File: src/rtl/osc_prescaler_pkg.sv
// Package: shared widths and mode codes for the oscillator prescaler.
// Assumes: the code widths match the stage ranges (input 0..3, output 0..14).
package osc_prescaler_pkg;
    localparam int IDIV_W   = 2;
    localparam int ODIV_W   = 4;
    localparam int ODIV_MAX = 14;
    localparam int RATIO_W  = IDIV_W + ODIV_W;

    typedef enum logic [1:0] {
        MODE_OFF0   = 2'b00,
        MODE_OFF1   = 2'b01,
        MODE_BYPASS = 2'b10,
        MODE_LOOP   = 2'b11
    } mode_e;
endpackage

File: src/rtl/presc_stage.sv
// Module: one programmable modulo counter stage of the cascade.
// Counts 0..limit, advancing only when step is high. It holds zero whenever
// run is low or reset is active. last marks the step on which it wraps.
// Assumes: limit stays fixed inside a period (the parent guarantees this).
module presc_stage #(
    parameter int WIDTH = 2
) (
    input  logic             clk,
    input  logic             rst_n,
    input  logic             run,
    input  logic             step,
    input  logic [WIDTH-1:0] limit,
    output logic [WIDTH-1:0] cnt,
    output logic             last
);
    // Wrap marker: this step returns the counter to zero.
    assign last = step && (cnt == limit);

    // Counter update: clear while idle, otherwise advance modulo limit+1.
    always_ff @(posedge clk) begin
        if (!rst_n || !run) begin
            cnt <= '0;
        end else if (step) begin
            cnt <= (cnt == limit) ? '0 : cnt + 1'b1;
        end
    end
endmodule

File: src/rtl/presc_shaper.sv
// Module: turns the two stage counts into the master and CPU waveforms.
// The position in the period is out_cnt * in_ratio + in_cnt. The master clock
// is high for the first floor(N/2) positions. A ratio of 1 passes the
// oscillator through, gated by run. The CPU halving phase flips at every
// master wrap, and the halving select is latched only when a CPU period begins.
// Assumes: counts and codes come from presc_stage instances and the code latch.
module presc_shaper #(
    parameter int IDIV_W = 2,
    parameter int ODIV_W = 4
) (
    input  logic              clk,
    input  logic              rst_n,
    input  logic              run,
    input  logic              wrap,
    input  logic              half_sel,
    input  logic [IDIV_W-1:0] act_i,
    input  logic [ODIV_W-1:0] act_o,
    input  logic [IDIV_W-1:0] cnt_i,
    input  logic [ODIV_W-1:0] cnt_o,
    output logic              mclk,
    output logic              cpu_clk
);
    localparam int RATIO_W = IDIV_W + ODIV_W;

    logic [RATIO_W-1:0] ni;
    logic [RATIO_W-1:0] no;
    logic [RATIO_W-1:0] ratio;
    logic [RATIO_W-1:0] half;
    logic [RATIO_W-1:0] pos;
    logic               phase_hi;
    logic               sel_act;

    // Ratio and position arithmetic for the current period.
    always_comb begin
        ni    = RATIO_W'(act_i) + RATIO_W'(1);
        no    = RATIO_W'(act_o) + RATIO_W'(1);
        ratio = ni * no;
        half  = ratio >> 1;
        pos   = RATIO_W'(cnt_o) * ni + RATIO_W'(cnt_i);
    end

    // Master waveform: pass-through at ratio 1, else high in the first half.
    always_comb begin
        if (!run) begin
            mclk = 1'b0;
        end else if (ratio == RATIO_W'(1)) begin
            mclk = clk;
        end else begin
            mclk = (pos < half);
        end
    end

    // CPU phase: starts high with each run, flips at every master wrap.
    always_ff @(posedge clk) begin
        if (!rst_n || !run) begin
            phase_hi <= 1'b1;
        end else if (wrap) begin
            phase_hi <= ~phase_hi;
        end
    end

    // Halving select latch: updated only when a CPU period begins.
    always_ff @(posedge clk) begin
        if (!rst_n) begin
            sel_act <= 1'b0;
        end else if (!run || (wrap && !phase_hi)) begin
            sel_act <= half_sel;
        end
    end

    // CPU waveform select.
    assign cpu_clk = sel_act ? (run && phase_hi) : mclk;
endmodule

File: src/rtl/osc_prescaler.sv
// Module: top of the cascaded oscillator prescaler.
// Decodes the mode and latches the divider codes, clamping the output code
// to 14, at the end of each master period or while idle. It chains the input
// and output stages and drives the master, CPU and system clocks.
// Assumes: osc_clk is the only clock; rst_n is synchronous and active low.
module osc_prescaler
    import osc_prescaler_pkg::*;
#(
    parameter int IW   = IDIV_W,
    parameter int OW   = ODIV_W,
    parameter int OMAX = ODIV_MAX
) (
    input  logic          osc_clk,
    input  logic          rst_n,
    input  logic [1:0]    mode_sel,
    input  logic [IW-1:0] in_div_code,
    input  logic [OW-1:0] out_div_code,
    input  logic          cpu_half_sel,
    output logic          mclk,
    output logic          cpu_clk,
    output logic          sys_clk,
    output logic          bypass_on,
    output logic          pll_req,
    output logic          mode_bad
);
    logic          run_q;
    logic          loop_q;
    logic          bad_q;
    logic [IW-1:0] act_i;
    logic [OW-1:0] act_o;
    logic [IW-1:0] cnt_i;
    logic [OW-1:0] cnt_o;
    logic          last_i;
    logic          wrap;
    logic [OW-1:0] out_clamped;

    // Mode flags: registered decode of the mode field.
    always_ff @(posedge osc_clk) begin
        if (!rst_n) begin
            run_q  <= 1'b0;
            loop_q <= 1'b0;
            bad_q  <= 1'b0;
        end else begin
            run_q  <= (mode_sel == MODE_BYPASS);
            loop_q <= (mode_sel == MODE_LOOP);
            bad_q  <= !mode_sel[1];
        end
    end

    // Output code clamp: codes above the maximum act as the maximum.
    assign out_clamped = (out_div_code > OW'(OMAX)) ? OW'(OMAX) : out_div_code;

    // Code latch: load while idle or on the edge that ends a period.
    always_ff @(posedge osc_clk) begin
        if (!rst_n) begin
            act_i <= '0;
            act_o <= '0;
        end else if (!run_q || wrap) begin
            act_i <= in_div_code;
            act_o <= out_clamped;
        end
    end

    presc_stage #(.WIDTH(IW)) u_stage_in (
        .clk   (osc_clk),
        .rst_n (rst_n),
        .run   (run_q),
        .step  (1'b1),
        .limit (act_i),
        .cnt   (cnt_i),
        .last  (last_i)
    );

    presc_stage #(.WIDTH(OW)) u_stage_out (
        .clk   (osc_clk),
        .rst_n (rst_n),
        .run   (run_q),
        .step  (last_i),
        .limit (act_o),
        .cnt   (cnt_o),
        .last  (wrap)
    );

    presc_shaper #(.IDIV_W(IW), .ODIV_W(OW)) u_shaper (
        .clk      (osc_clk),
        .rst_n    (rst_n),
        .run      (run_q),
        .wrap     (wrap),
        .half_sel (cpu_half_sel),
        .act_i    (act_i),
        .act_o    (act_o),
        .cnt_i    (cnt_i),
        .cnt_o    (cnt_o),
        .mclk     (mclk),
        .cpu_clk  (cpu_clk)
    );

    // Peripheral clock runs at the CPU clock rate.
    assign sys_clk   = cpu_clk;
    assign bypass_on = run_q;
    assign pll_req   = loop_q;
    assign mode_bad  = bad_q;
endmodule

File: config.mk
export PLATFORM = sky130hd
export DESIGN_NAME = osc_prescaler
export DESIGN_NICKNAME = d
export VERILOG_FILES = /design/src/rtl/osc_prescaler_pkg.sv /design/src/rtl/presc_stage.sv /design/src/rtl/presc_shaper.sv /design/src/rtl/osc_prescaler.sv
export SDC_FILE = /design/constraint.sdc
export NUM_CORES = 1
export LEC_CHECK = 0
export BUFFER_PORTS_ARGS = -buffer_cell sky130_fd_sc_hd__buf_2
export CORE_MARGIN = 2
export CORE_UTILIZATION = 57
export CTS_BUF_LIST = sky130_fd_sc_hd__clkbuf_4
export DETAILED_ROUTE_END_ITERATION = 8
export PLACE_DENSITY = 0.88
export SYNTH_ARGS = -nofsm -noshare
export SYNTH_HDL_FRONTEND = slang
export SYNTH_SLANG_ARGS = --single-unit
File: constraint.sdc
create_clock -name osc_clk -period 8.8 [get_ports osc_clk]
set_input_delay 0.88 -clock osc_clk [delete_from_list [all_inputs] [get_ports osc_clk]]
set_output_delay 0.88 -clock osc_clk [all_outputs]
set_load 0.05 [all_outputs]
# Word-level counts from Yosys, hierarchy flattened
# Index checks and enable logic that the tools add are counted.
# Widths: inputs -> output; s select.
[op_classes]
add_sub_neg = 5
n_mul = 2
order_cmp = 2
eq_ne = 5
muxes = 5
n_bitwise = 1
reduce_logical = 11
[op_table]
columns = ["op", "n"]
rows = [
  ["$mux 4", 2],
  ["$add 6x2->6", 1],
  ["$eq 6x1->1 const B", 1],
  ["$lt 6x5->1", 1],
  ["$mul 4x6->6", 1],
  ["$mul 6x6->6", 1],
  ["$add 4x1->5 const B", 1],
  ["$add 4x1->4 const B", 1],
  ["$eq 2x2->1 const B", 2],
  ["$eq 4x4->1", 1],
  ["$gt 4x4->1 const B", 1],
  ["$logic_not 1->1", 4],
  ["$add 2x1->3 const B", 1],
  ["$logic_and 1x1->1", 3],
  ["$logic_or 1x1->1", 3],
  ["$mux 1", 3],
  ["$add 2x1->2 const B", 1],
  ["$eq 2x2->1", 1],
  ["$reduce_or 2->1", 1],
  ["$not 1->1", 1],
]
[word_totals]
register_bits = 17
in_bits = 11
out_inout_bits = 6
elab_cells = 40

# Longest topological paths before layout
[logic_depth]
depth_word = 7
mapped_depth = 15
mapped_depth_nobuf = 14

# Cells and area by module
# From an unflattened synthesis, not the netlist that was laid out.
[hier_totals]
hier_cells = 176
hier_area_um2 = 1635.3
[modules_own_cells]
columns = ["module", "n_inst", "cells_each", "area_each_um2", "seq_area_each_um2"]
rows = [
  ["presc_shaper", 1, 101, 913.4, 40.0],
  ["osc_prescaler", 1, 37, 361.6, 180.2],
  ["presc_stage at u_stage_out", 1, 25, 246.5, 80.1],
  ["presc_stage at u_stage_in", 1, 13, 113.9, 40.0],
]

==> results.sh <==
export IMPL_crit_required_ns=7.92
export IMPL_cpLargestDelayFamily="buffers and inverters"
export IMPL_synth_area_leaders="dfxtp_1, ha_1, fa_1"
export IMPL_final_hold_violation_count=0
export IMPL_die_w_um=57.1
export IMPL_antenna_found_initial=0
export IMPL_use_met3_pct=17.2
export IMPL_place_ws_ns=3.08
export IMPL_drtAntennaViolNets=0
export IMPL_first_pass_iters=7
export IMPL_grt_max_degree=15
export IMPL_ir_drop_mv=0.167
export IMPL_tritoncts="yes"
export IMPL_avgSynthCellArea_um2=9.35
export IMPL_pwr_share_clk_pct=45.1
export IMPL_setup_viol=0
export IMPL_grt_total_usage_pct=27.9
export IMPL_arrival_ns=5.98
export IMPL_slowest_delay_ns=0.20
export IMPL_clk_pin_slew_ns=0.10
export IMPL_dp_cells=212
export IMPL_rsz0062_at_grt="false"
export IMPL_die_h_um=57.1
export IMPL_via_per_inst=5.86
export IMPL_ys_async_sr_fraction_pct=0
export IMPL_yosysUniqueCellTypes=38
export IMPL_tightest_slew_ns=0.466
export IMPL_clk_latency_ns=0.40
export IMPL_busiest_layer="met2"
export IMPL_endpoint_kind="output port"
export IMPL_synth_top_family_by_area="adder cells"
export IMPL_drtIter0Drc=29
export IMPL_slew_headroom_pct=68.9
export IMPL_gr_usage_met1_pct=26.3
export IMPL_synth_simple_gate_area_share_pct=23.1
export IMPL_synthMuxAreaShare_pct=1.87
export IMPL_synthAdderAreaFrac_pct=25.8
export IMPL_mostFrequentLayoutCell="ha_1"
export IMPL_netlist_instances=172
export IMPL_internal_power_w=0.000161
export IMPL_powerDensity_nw_per_um2=134
export IMPL_nNetsFinal=238
export IMPL_switchingPower_w=0.0000809
export IMPL_drive_gt1_share_pct=21.7
export IMPL_cts_hold_buf=0
export IMPL_yosysWarnings=0
export IMPL_comb_power_share_pct=19.8
export IMPL_die_area_um2=3260
export IMPL_layoutNonFillerInstCount=229
export IMPL_yosys_area_top_type="dfxtp_1"
export IMPL_synth_xor_area_share_pct=13.9
export IMPL_ys_flop_type="dfxtp_1"
export IMPL_yosysSeqAreaShare_pct=21.2
export IMPL_wl_per_cell_um=15.5
export IMPL_p_sw_share_pct=33.4
export IMPL_setup_ws_ns=1.94
export IMPL_ios=17
export IMPL_worstSetupStartpointType="clock port"
export IMPL_fin_skew_ns=0.00527
export IMPL_min_path_type="reg2reg"
export IMPL_overflow=0
export IMPL_num_vias=1343
export IMPL_sequentialPowerShare_pct=35.1
export IMPL_antenna_cells=0
export IMPL_cts_resized=0
export IMPL_synth_top_area_share_pct=21.2
export IMPL_final_util_pct=66.4
export IMPL_drc=0
export IMPL_final_max_slew_viol_count=0
export IMPL_num_rows=19
export IMPL_hpwl_mm=2.46
export IMPL_numPortBuffers=16
export IMPL_synth_area_um2=1610
export IMPL_drt_wl_total_mm=3.54
export IMPL_crit_type="clk2out"
export IMPL_synth_compound_area_share_pct=9.18
export IMPL_totalNegativeSetupSlack_ns=0
export IMPL_use_met2_pct=41.2
export IMPL_area_delta_synth_final_pct=11.8
export IMPL_slowest_stage="buf_2"
export IMPL_grt_pass1_wl_mm=6.31
export IMPL_postCtsSetupBuffers=0
export IMPL_crit_chain="clkbuf_4, clkbuf_4, clkbuf_4, clkbuf_4, clkbuf_4, mux2i_1, clkbuf_4, clkbuf_4, a21oi_1, clkbuf_4, clkbuf_4, buf_2"
export IMPL_core_area_um2=2710
export IMPL_grt_pass1_vias=1474
export IMPL_synth_edf_count=0
export IMPL_status="finished clean"
export IMPL_leakage_nw=0.940
export IMPL_critPathBufInv=10
export IMPL_cap_violations=0
export IMPL_synth_seq_cells=17
export IMPL_final_cell_mix="ha_1, dfxtp_1, clkbuf_4, buf_2, xor2_1"
export IMPL_initial_utilization_pct=59.4
export IMPL_gp_congestion=0.819
export IMPL_crit_fanout=2
export IMPL_cp_common_cell="clkbuf_4"
export IMPL_syn_nets=212
cells by family after synthesis:
kind of cell	after synthesis
and+or+nand+nor	64
adders and majority gates	29
xor gates and xnor gates	23
AOI/OAI and AO/OA	22
DFF	17
buffers and inverters	14
muxes	3
metal layers:
metal / wire length, µm / part of all wire (%)
met3: 185 / 5.2
met1: 1430 / 40
met5: 0 / 0
met2: 1760 / 50
met4: 171 / 4.8
cell usage after synthesis, types with 2 or more instances:
cell type  number
ha_1           22
dfxtp_1        17
xor2_1         14
nand2_1        12
nand3_1        12
nor2b_1        11
and2_1         10
a21oi_1         7
fa_1            7
inv_1           7
a21boi_1        6
xnor2_1         6
nor2_1          5
a21o_1          3
buf_6           3
mux2i_1         3
o21ai_0         3
clkbuf_1        2
nor3_1          2
xor2_2          2
worst min-delay path, stage by stage (launching register included):
cell and delay (ns):
dfxtp_1 0.35, nand3_1 0.08, a21boi_1 0.05
worst paths after layout:
check                              start               end  slack (ns)  depth (start not counted)
worst min-delay path            act_i[1]          act_i[1]        0.52                          2
worst min register to register  act_i[1]          act_i[1]        0.52                          2
worst max register to register  act_i[0]  u_shaper.sel_act        6.96                          6
worst max-delay path             osc_clk           sys_clk        1.94                         12
power by group through the flow:
stage	logic, W	registers, W	clock network, W
2_1_floorplan	0.0000363	0.0000860	0.00000800
3_3_place_gp	0.0000434	0.0000863	0.00000843
3_5_place_dp	0.0000458	0.0000865	0.00000843
4_1_cts	0.0000477	0.0000848	0.000110
5_1_grt	0.0000537	0.0000855	0.000123
6_report	0.0000479	0.0000849	0.000109
cell type report:
type                    instances  area (µm²)
well taps                      31        38.8
inverters                       7        26.3
clock inverters                 1        5.00
fillers                       216         911
clock buffers                  19         135
flip-flops and latches         17         340
multi-input cells             141        1190
repair buffers                 13        65.1
sequential cells by signal (all words and copies together), names as in the netlist:
| signal | flops |
|---|---|
| u_shaper.phase_hi | 1 |
| bypass_on | 1 |
| u_stage_out.cnt | 4 |
| act_i | 2 |
| mode_bad | 1 |
| act_o | 4 |
| u_stage_in.cnt | 2 |
| u_shaper.sel_act | 1 |
| pll_req | 1 |
per-stage QoR:
step                      power (W)  area [µm²]  hold slack (ns)
after floorplan            0.000130        1610            0.471
after global placement     0.000138        1670            0.495
after detailed placement   0.000141        1670            0.492
after CTS                  0.000242        1800            0.516
after global routing       0.000262        1800            0.548
final                      0.000242        1800            0.519
(Power assumes the default switching activity.)
